==> src/rtl/trim_cal_pkg.sv <==
package trim_cal_pkg;
  typedef enum logic [1:0] {
    ST_IDLE  = 2'd0,
    ST_NPAIR = 2'd1,
    ST_PPAIR = 2'd2,
    ST_DONE  = 2'd3
  } cal_state_e;

  localparam logic [1:0] REF_OFF  = 2'b00;
  localparam logic [1:0] REF_LOW  = 2'b01;
  localparam logic [1:0] REF_HIGH = 2'b11;

  localparam int NUM_PAIRS = 2;
  localparam int PAIR_N = 0;
  localparam int PAIR_P = 1;
endpackage

==> src/rtl/flag_sync.sv <==
module flag_sync #(
  parameter int STAGES = 2
) (
  input  logic clk,
  input  logic rst_n,
  input  logic d_i,
  output logic q_o
);
  logic [STAGES-1:0] sh_q;
  logic [STAGES-1:0] sh_d;

  always_comb begin
    sh_d = {sh_q[STAGES-2:0], d_i};
  end

  always_ff @(posedge clk or negedge rst_n) begin
    if (!rst_n) sh_q <= '0;
    else        sh_q <= sh_d;
  end

  assign q_o = sh_q[STAGES-1];
endmodule

==> src/rtl/settle_timer.sv <==
module settle_timer #(
  parameter int CNT_W = 18
) (
  input  logic             clk,
  input  logic             rst_n,
  input  logic             clear_i,
  input  logic [CNT_W-1:0] limit_i,
  output logic             expire_o
);
  logic [CNT_W-1:0] cnt_q;
  logic [CNT_W-1:0] cnt_d;
  logic             cnt_en;

  assign expire_o = (cnt_q >= limit_i);
  assign cnt_en   = clear_i | ~expire_o;

  always_comb begin
    cnt_d = cnt_q;
    if (clear_i)        cnt_d = '0;
    else if (!expire_o) cnt_d = cnt_q + 1'b1;
  end

  always_ff @(posedge clk or negedge rst_n) begin
    if (!rst_n)      cnt_q <= '0;
    else if (cnt_en) cnt_q <= cnt_d;
  end

  // The limit is always at least the synchronizer depth, so a fresh wait never ends at once.
  assert_no_instant_expire_R5: assert property (@(posedge clk) disable iff (!rst_n)
    clear_i |=> !expire_o);
endmodule

==> src/rtl/trim_code_reg.sv <==
module trim_code_reg #(
  parameter int TRIM_W = 5
) (
  input  logic              clk,
  input  logic              rst_n,
  input  logic              clr_i,
  input  logic              inc_i,
  output logic [TRIM_W-1:0] code_o
);
  logic [TRIM_W-1:0] code_q;
  logic [TRIM_W-1:0] code_d;
  logic              code_en;

  assign code_en = clr_i | inc_i;

  always_comb begin
    code_d = code_q;
    if (clr_i)      code_d = '0;
    else if (inc_i) code_d = code_q + 1'b1;
  end

  always_ff @(posedge clk or negedge rst_n) begin
    if (!rst_n)       code_q <= '0;
    else if (code_en) code_q <= code_d;
  end

  assign code_o = code_q;

  assert_clear_to_zero_R4: assert property (@(posedge clk) disable iff (!rst_n)
    clr_i |=> (code_o == '0));
  assert_hold_when_idle_R4: assert property (@(posedge clk) disable iff (!rst_n)
    (!clr_i && !inc_i) |=> $stable(code_o));
endmodule

==> src/rtl/trim_cal_seq.sv <==
module trim_cal_seq
  import trim_cal_pkg::*;
#(
  parameter int TRIM_W      = 5,
  parameter int SETTLE_W    = 16,
  parameter int SYNC_STAGES = 2
) (
  input  logic                clk,
  input  logic                rst_n,
  input  logic                start_i,
  input  logic [SETTLE_W-1:0] settle_cycles_i,
  input  logic                outflag_i,
  output logic                amp_en_o,
  output logic                user_trim_o,
  output logic                cal_on_o,
  output logic [1:0]          ref_sel_o,
  output logic [TRIM_W-1:0]   trim_n_o,
  output logic [TRIM_W-1:0]   trim_p_o,
  output logic                busy_o,
  output logic                done_o,
  output logic                fail_n_o,
  output logic                fail_p_o
);
  localparam int CNT_W = SETTLE_W + 2;

  cal_state_e st_q, st_d;
  logic flag_s, expire, searching, decide, at_max;
  logic found, exhausted, step, finish, start_ok;
  logic [CNT_W-1:0] wait_limit;
  logic [TRIM_W-1:0] cur_code;
  logic [TRIM_W-1:0] code [NUM_PAIRS];
  logic [NUM_PAIRS-1:0] pair_act;
  logic [NUM_PAIRS-1:0] fail_q, fail_d;
  logic amp_en_q, amp_en_d, utrim_q, utrim_d, cal_on_q, cal_on_d, done_q, done_d;
  logic [1:0] ref_q, ref_d;

  flag_sync #(.STAGES(SYNC_STAGES)) u_sync (
    .clk(clk), .rst_n(rst_n), .d_i(outflag_i), .q_o(flag_s));

  assign wait_limit = CNT_W'(settle_cycles_i) + CNT_W'(SYNC_STAGES);

  settle_timer #(.CNT_W(CNT_W)) u_timer (
    .clk(clk), .rst_n(rst_n), .clear_i(start_ok | step | finish),
    .limit_i(wait_limit), .expire_o(expire));

  assign pair_act[PAIR_N] = (st_q == ST_NPAIR);
  assign pair_act[PAIR_P] = (st_q == ST_PPAIR);

  genvar gp;
  generate
    for (gp = 0; gp < NUM_PAIRS; gp++) begin : g_pair
      trim_code_reg #(.TRIM_W(TRIM_W)) u_code (
        .clk(clk), .rst_n(rst_n), .clr_i(start_ok),
        .inc_i(step & pair_act[gp]), .code_o(code[gp]));
      always_comb begin
        fail_d[gp] = fail_q[gp];
        if (start_ok)                      fail_d[gp] = 1'b0;
        else if (exhausted && pair_act[gp]) fail_d[gp] = 1'b1;
      end
    end
  endgenerate

  assign searching = pair_act[PAIR_N] | pair_act[PAIR_P];
  assign start_ok  = start_i & ((st_q == ST_IDLE) | (st_q == ST_DONE));
  assign cur_code  = pair_act[PAIR_P] ? code[PAIR_P] : code[PAIR_N];
  assign at_max    = &cur_code;
  assign decide    = searching & expire;
  assign found     = decide & ~flag_s;
  assign exhausted = decide & flag_s & at_max;
  assign step      = decide & flag_s & ~at_max;
  assign finish    = found | exhausted;

  always_comb begin
    st_d = st_q;
    unique case (st_q)
      ST_IDLE, ST_DONE: if (start_ok) st_d = ST_NPAIR;
      ST_NPAIR:         if (finish)   st_d = ST_PPAIR;
      ST_PPAIR:         if (finish)   st_d = ST_DONE;
      default:                        st_d = ST_IDLE;
    endcase
  end

  always_comb begin
    amp_en_d = amp_en_q;
    utrim_d  = utrim_q;
    cal_on_d = cal_on_q;
    done_d   = done_q;
    ref_d    = ref_q;
    if (start_ok) begin
      amp_en_d = 1'b1;
      utrim_d  = 1'b1;
      cal_on_d = 1'b1;
      done_d   = 1'b0;
      ref_d    = REF_HIGH;
    end else if (finish && pair_act[PAIR_N]) begin
      ref_d    = REF_LOW;
    end else if (finish && pair_act[PAIR_P]) begin
      cal_on_d = 1'b0;
      done_d   = 1'b1;
      ref_d    = REF_OFF;
    end
  end

  always_ff @(posedge clk or negedge rst_n) begin
    if (!rst_n) begin
      st_q     <= ST_IDLE;
      amp_en_q <= 1'b0;
      utrim_q  <= 1'b0;
      cal_on_q <= 1'b0;
      done_q   <= 1'b0;
      ref_q    <= REF_OFF;
      fail_q   <= '0;
    end else begin
      st_q     <= st_d;
      amp_en_q <= amp_en_d;
      utrim_q  <= utrim_d;
      cal_on_q <= cal_on_d;
      done_q   <= done_d;
      ref_q    <= ref_d;
      fail_q   <= fail_d;
    end
  end

  assign amp_en_o    = amp_en_q;
  assign user_trim_o = utrim_q;
  assign cal_on_o    = cal_on_q;
  assign ref_sel_o   = ref_q;
  assign trim_n_o    = code[PAIR_N];
  assign trim_p_o    = code[PAIR_P];
  assign busy_o      = searching;
  assign done_o      = done_q;
  assign fail_n_o    = fail_q[PAIR_N];
  assign fail_p_o    = fail_q[PAIR_P];

  assert_ref_matches_pair_R3: assert property (@(posedge clk) disable iff (!rst_n)
    busy_o |-> (ref_sel_o == (pair_act[PAIR_N] ? REF_HIGH : REF_LOW)));
  assert_n_code_steps_by_one_R4: assert property (@(posedge clk) disable iff (!rst_n)
    pair_act[PAIR_N] |=> (trim_n_o == $past(trim_n_o)) ||
                         (trim_n_o == TRIM_W'($past(trim_n_o) + 1'b1)));
  assert_fail_holds_max_R7: assert property (@(posedge clk) disable iff (!rst_n)
    (fail_n_o |-> (&trim_n_o)) and (fail_p_o |-> (&trim_p_o)));
  assert_done_releases_cal_R8: assert property (@(posedge clk) disable iff (!rst_n)
    done_o |-> (!cal_on_o && !busy_o && amp_en_o && user_trim_o));
  assert_busy_start_ignored_R9: assert property (@(posedge clk) disable iff (!rst_n)
    (busy_o && start_i && !finish) |=> busy_o && cal_on_o);
endmodule

==> config.mk <==
export PLATFORM = sky130hd
export DESIGN_NAME = trim_cal_seq
export DESIGN_NICKNAME = d
export VERILOG_FILES = /design/src/rtl/trim_cal_pkg.sv /design/src/rtl/flag_sync.sv /design/src/rtl/settle_timer.sv /design/src/rtl/trim_code_reg.sv /design/src/rtl/trim_cal_seq.sv
export SDC_FILE = /design/constraint.sdc
export NUM_CORES = 1
export LEC_CHECK = 0
export ABC_AREA = 1
export CAP_MARGIN = 10
export CORE_ASPECT_RATIO = 1.4
export CORE_MARGIN = 4
export CORE_UTILIZATION = 40
export CTS_CLUSTER_DIAMETER = 50
export CTS_CLUSTER_SIZE = 12
export DETAILED_ROUTE_END_ITERATION = 10
export DONT_BUFFER_PORTS = 1
export HOLD_SLACK_MARGIN = 0.15
export PLACE_DENSITY = 0.61
export SYNTH_ARGS = -nofsm -noshare
export SYNTH_HDL_FRONTEND = slang
export SYNTH_SLANG_ARGS = --single-unit
==> constraint.sdc <==
create_clock -name clk -period 1.94 [get_ports clk]
set_clock_uncertainty 0.1 [all_clocks]
set_input_delay 0.097 -clock clk [delete_from_list [all_inputs] [get_ports clk]]
set_output_delay 0.097 -clock clk [all_outputs]
set_load 0.05 [all_outputs]
==> summary.md <==
| Metric | Value |
|---|---|
| I/O Pins | 39 |
| Num CTS Buffers | 5 |
| H-tree Lvls | 2 |
| Die X | 80.17 microns |
| Result of the run | finished, violations left |
| Tmin final | 2.439 ns |
| Post-synthesis to final-layout area growth | 34.11% |
| Number of cell rows | 36 |
| GPL Wtd Cong | approximately 0.84 |
| Register-to-register setup slack | -0.18 ns |
| Global-route wire length before repair | approximately 12 mm |
| Static Leak | 1.856 nW |
| Number of iterations in the first detailed-routing pass | 5 |
| Largest incremental delay on the critical path | around 0.28 ns |
| Count of endpoints failing setup in the final report | 36 |
| Initial core utilization | 0.4151 |
| Count of clock tree sinks | 39 |
| Post-synthesis net count | a little over 400 |
| Worst skew pair latency | about 0.28 ns |
| DRC viols | 0 |
| Kind of critical path | in2reg |
| Post-Synthesis Mean Instance Area | just under 8 sq um |
| Via count | roughly 2,600 |
| Crit. Startpoint | settle_cycles_i[1] |
| Largest cells by area after synthesis | sky130_fd_sc_hd__dfrtp_1 (33%), sky130_fd_sc_hd__nand2_1 (11%), sky130_fd_sc_hd__ha_1 (10%) |
| DRC violation total after the first TritonRoute iteration | 82 |
| Worst ir drop on vdd | between 0.8 and 0.9 mV |
| Count of placed standard cells including taps | roughly 510 |
| Post-layout utilization of the core | 0.5566 |
| Library cells used by synthesis | 39 |
| Normalized max-slew margin | 0.6604 |
| Final standard cell count with taps included and fillers excluded | about 530 |
| Maximum fanout along the worst path | 4 |
| Clock tree root driver cell | sky130_fd_sc_hd__clkbuf_8 |
| Family with the most delay on the worst path | simple AND/OR/NAND/NOR gates |
| Count of pins over their slew limit | 0 |
| Maximum number of pins on one net before global-route repair | 40 |
| Count of maximum capacitance violations | 0 |
| Number of instances in the synthesized netlist | 370 |
| Top achievable clock speed | approximately 0.41 GHz |
| Via density per instance | 4.946 |
| Total core area | roughly 7000 sq um |
| Data required time at the worst endpoint | between 2 and 2.5 ns |
| Top flip-flop cell by instance count after synthesis | sky130_fd_sc_hd__dfrtp_1 |
| CP Data Arrival Time | between 2 and 3 ns |
| Antenna violations before repair | 0 |
| Vias in the first global route | 2,806 |
| Tot Pwr | ~3 mW |
| Async set-reset flop share out of synthesis | 1.000 |
| Max clock buf depth | 2 |
| Critical path's most frequent cell | sky130_fd_sc_hd__nand2_1 |
| Unrepaired setup endpoints after global routing | true |
| Die span in y | 109.0 microns |
| Type of the worst min-delay path | in2async |
| Global routing usage summed across all routing layers | 0.1734 |
| Area enclosed by the die boundary | a little under 9000 sq um |
| Transition time at the pin with the least slew margin | between 0.5 and 0.6 ns |
| Most common library cell in the layout ignoring fill and taps | sky130_fd_sc_hd__nand2_1 |
| Pre-CTS setup slack | -0.8063 ns |
| Failing checks | negative setup slack |
| Crit Reg-Reg Startpoint | u_timer.cnt_q[9]$_DFFE_PN0P_ |
| Antenna-violating nets left | 0 |
| Wirelength, routed | between 7 and 8 mm |
| Share of post-route cells with drive strength above 1 | 0.3485 |
| Critical path capture point type | flop |
| Cell area after layout | between 3000 and 4000 sq um |
| Post-synth top area cell | sky130_fd_sc_hd__dfrtp_1 |
| Number of hold violations in the final report | 0 |
| Input/output buffers | 0 |
| Commonest cells after routing, fill and taps aside | sky130_fd_sc_hd__nand2_1 (82), sky130_fd_sc_hd__buf_4 (55), sky130_fd_sc_hd__dfrtp_1 (39) |
| Cell-by-cell listing of the critical path | ha_4 > and3_4 > nand3_4 > nor4_4 > nand3_2 > xnor2_2 > inv_2 > ha_4 > nand2_2 > nor2_4 > nand3_2 > nor2_2 > nor2_4 > buf_6 > nand3_4 > nand3_1 > o21ai_2 > nand2_1 > nand2_1 > nand2_1 |
| Type of element launching the critical path | input port |
| Power density relative to cell area | roughly 770 nW/um^2 |
| Cell Area, Synth | between 2000 and 3000 sq um |
| Setup slack after layout | -0.4988 ns |
| CTS tree | done |
| Yosys warning total | 0 |
| Logic depth of the worst path, buffers included | 20 |
| Share of the synthesized area in the top cell type | 0.3346 |
| Yosys reg bits | 39 |
| Aggregate global routing overflow | 0 |
| Proportion of synthesized chip area in sequential cells | 0.3346 |
| Cell count of the worst reg-to-reg path | 12 |
| Filler cell count | between 600 and 700 |
| CP max-delay cell | sky130_fd_sc_hd__ha_4 |
| Diodes inserted | 0 |
| Post-layout net count | 484 |
| Detail-routed net length per standard cell | 13.19 microns |
| Post-DP HPWL | roughly 5.3 mm |
| Post-synth EDFFs | 0 |
| Period utilization | 1.257 |
| Clock input transition at the sequential cells of the worst setup and hold paths | around 0.070 ns |
| Buffers & Inverters on Critical Path | 2 |
| Cell area after placement | 3470 sq um |
synthesized netlist by cell type (2+ instances only):
| library cell | number |
|---|---|
| sky130_fd_sc_hd__a21oi_1 | 16 |
| sky130_fd_sc_hd__buf_6 | 2 |
| sky130_fd_sc_hd__clkbuf_1 | 2 |
| sky130_fd_sc_hd__dfrtp_1 | 39 |
| sky130_fd_sc_hd__ha_1 | 24 |
| sky130_fd_sc_hd__inv_1 | 37 |
| sky130_fd_sc_hd__inv_2 | 3 |
| sky130_fd_sc_hd__nand2_1 | 84 |
| sky130_fd_sc_hd__nand2_2 | 3 |
| sky130_fd_sc_hd__nand2_4 | 4 |
| sky130_fd_sc_hd__nand3_1 | 36 |
| sky130_fd_sc_hd__nand3_2 | 2 |
| sky130_fd_sc_hd__nand3_4 | 3 |
| sky130_fd_sc_hd__nand4_1 | 6 |
| sky130_fd_sc_hd__nor2_1 | 45 |
| sky130_fd_sc_hd__nor2_2 | 4 |
| sky130_fd_sc_hd__nor2_4 | 4 |
| sky130_fd_sc_hd__nor3_1 | 2 |
| sky130_fd_sc_hd__nor3_2 | 5 |
| sky130_fd_sc_hd__nor3b_1 | 2 |
| sky130_fd_sc_hd__nor3b_2 | 2 |
| sky130_fd_sc_hd__nor4_1 | 2 |
| sky130_fd_sc_hd__o21ai_0 | 3 |
| sky130_fd_sc_hd__or2_2 | 4 |
| sky130_fd_sc_hd__xnor2_1 | 10 |
| sky130_fd_sc_hd__xor2_1 | 13 |
flip-flops by register name, summed over array words and instances, names as in the netlist:
signal                flops
cal_on_o                  1
u_timer.cnt_q            18
st_q                      2
ref_sel_o                 2
g_pair.u_code.code_o     10
user_trim_o               1
fail_q                    2
u_sync.sh_q               2
done_o                    1
per-stage QoR:
stage | hold slack (ns) | TNS (ns)
after floorplan | -0.2986 | -17.98
after global placement | -0.2974 | -23.43
after detailed placement | -0.2973 | -25.97
after CTS | 0.1750 | -15.67
after global routing | 0.1933 | -22.74
final | 0.1759 | -16.54
final timing paths:
| path | end |
|---|---|
| worst max-delay path | st_q[1]$_DFFE_PN0P_ |
| worst min-delay path | g_pair[0].u_code.code_o[4]$_DFFE_PN0P_ |
| max in group asynchronous | u_timer.cnt_q[5]$_DFFE_PN0P_ |
| min in group clk | u_sync.sh_q[1]$_DFF_PN0_ |
| worst max register to register | u_timer.cnt_q[6]$_DFFE_PN0P_ |
| worst min register to register | u_sync.sh_q[1]$_DFF_PN0_ |
cell families (layout without fill, tap and decap cells):
group                      Yosys count  in the layout  synth area share
adders and majority gates           24             24            0.1030
and+or+nand+nor                    213            214            0.3771
DFF                                 39             39            0.3346
xor gates and xnor gates            23             23           0.06907
AOI/OAI and AO/OA                   25             25           0.04891
buffers and inverters               46            114           0.06735
routing by layer:
metal / wire [microns] / part of all wire / vias to the layer above / global-route usage
met3: 339 / 0.048 / 15 / 0.03636
met4: 134 / 0.019 / 0 / 0.06522
met1: 2703 / 0.38 / 1221 / 0.1862
met5: 0 / 0 / - / 0
li1: - / - / 1347 / -
met2: 3864 / 0.55 / 58 / 0.3264
cell type report:
| cell class | instances | area, sq um | share of cell area |
|---|---|---|---|
| Clock buffer | 6 | 72.57 | 0.01855 |
| Tap cell | 95 | 118.9 | 0.03039 |
| Sequential cell | 39 | 975.9 | 0.2495 |
| Inverter | 41 | 171.4 | 0.04383 |
| Timing Repair Buffer | 67 | 553.0 | 0.1414 |
| Multi-Input combinational cell | 286 | 2019 | 0.5163 |
power breakdown:
part | internal [mW] | switching [mW]
clock network | 0.240 | 0.270
registers | 0.902 | 0.0545
logic | 0.545 | 0.992
total | 1.69 | 1.32
what timing repair did:
action / 4_1_cts / 5_1_grt
hold endpoints to repair: 47 / 0
gates cloned: 1 / 0
pin swaps: 7 / 9
buffers inserted: 4 / 7
resized for setup: 24 / 28
hold buffers: 4 / 0
endpoints found under the setup margin: 36 / 36
Power figures use the tool's default switching activity.
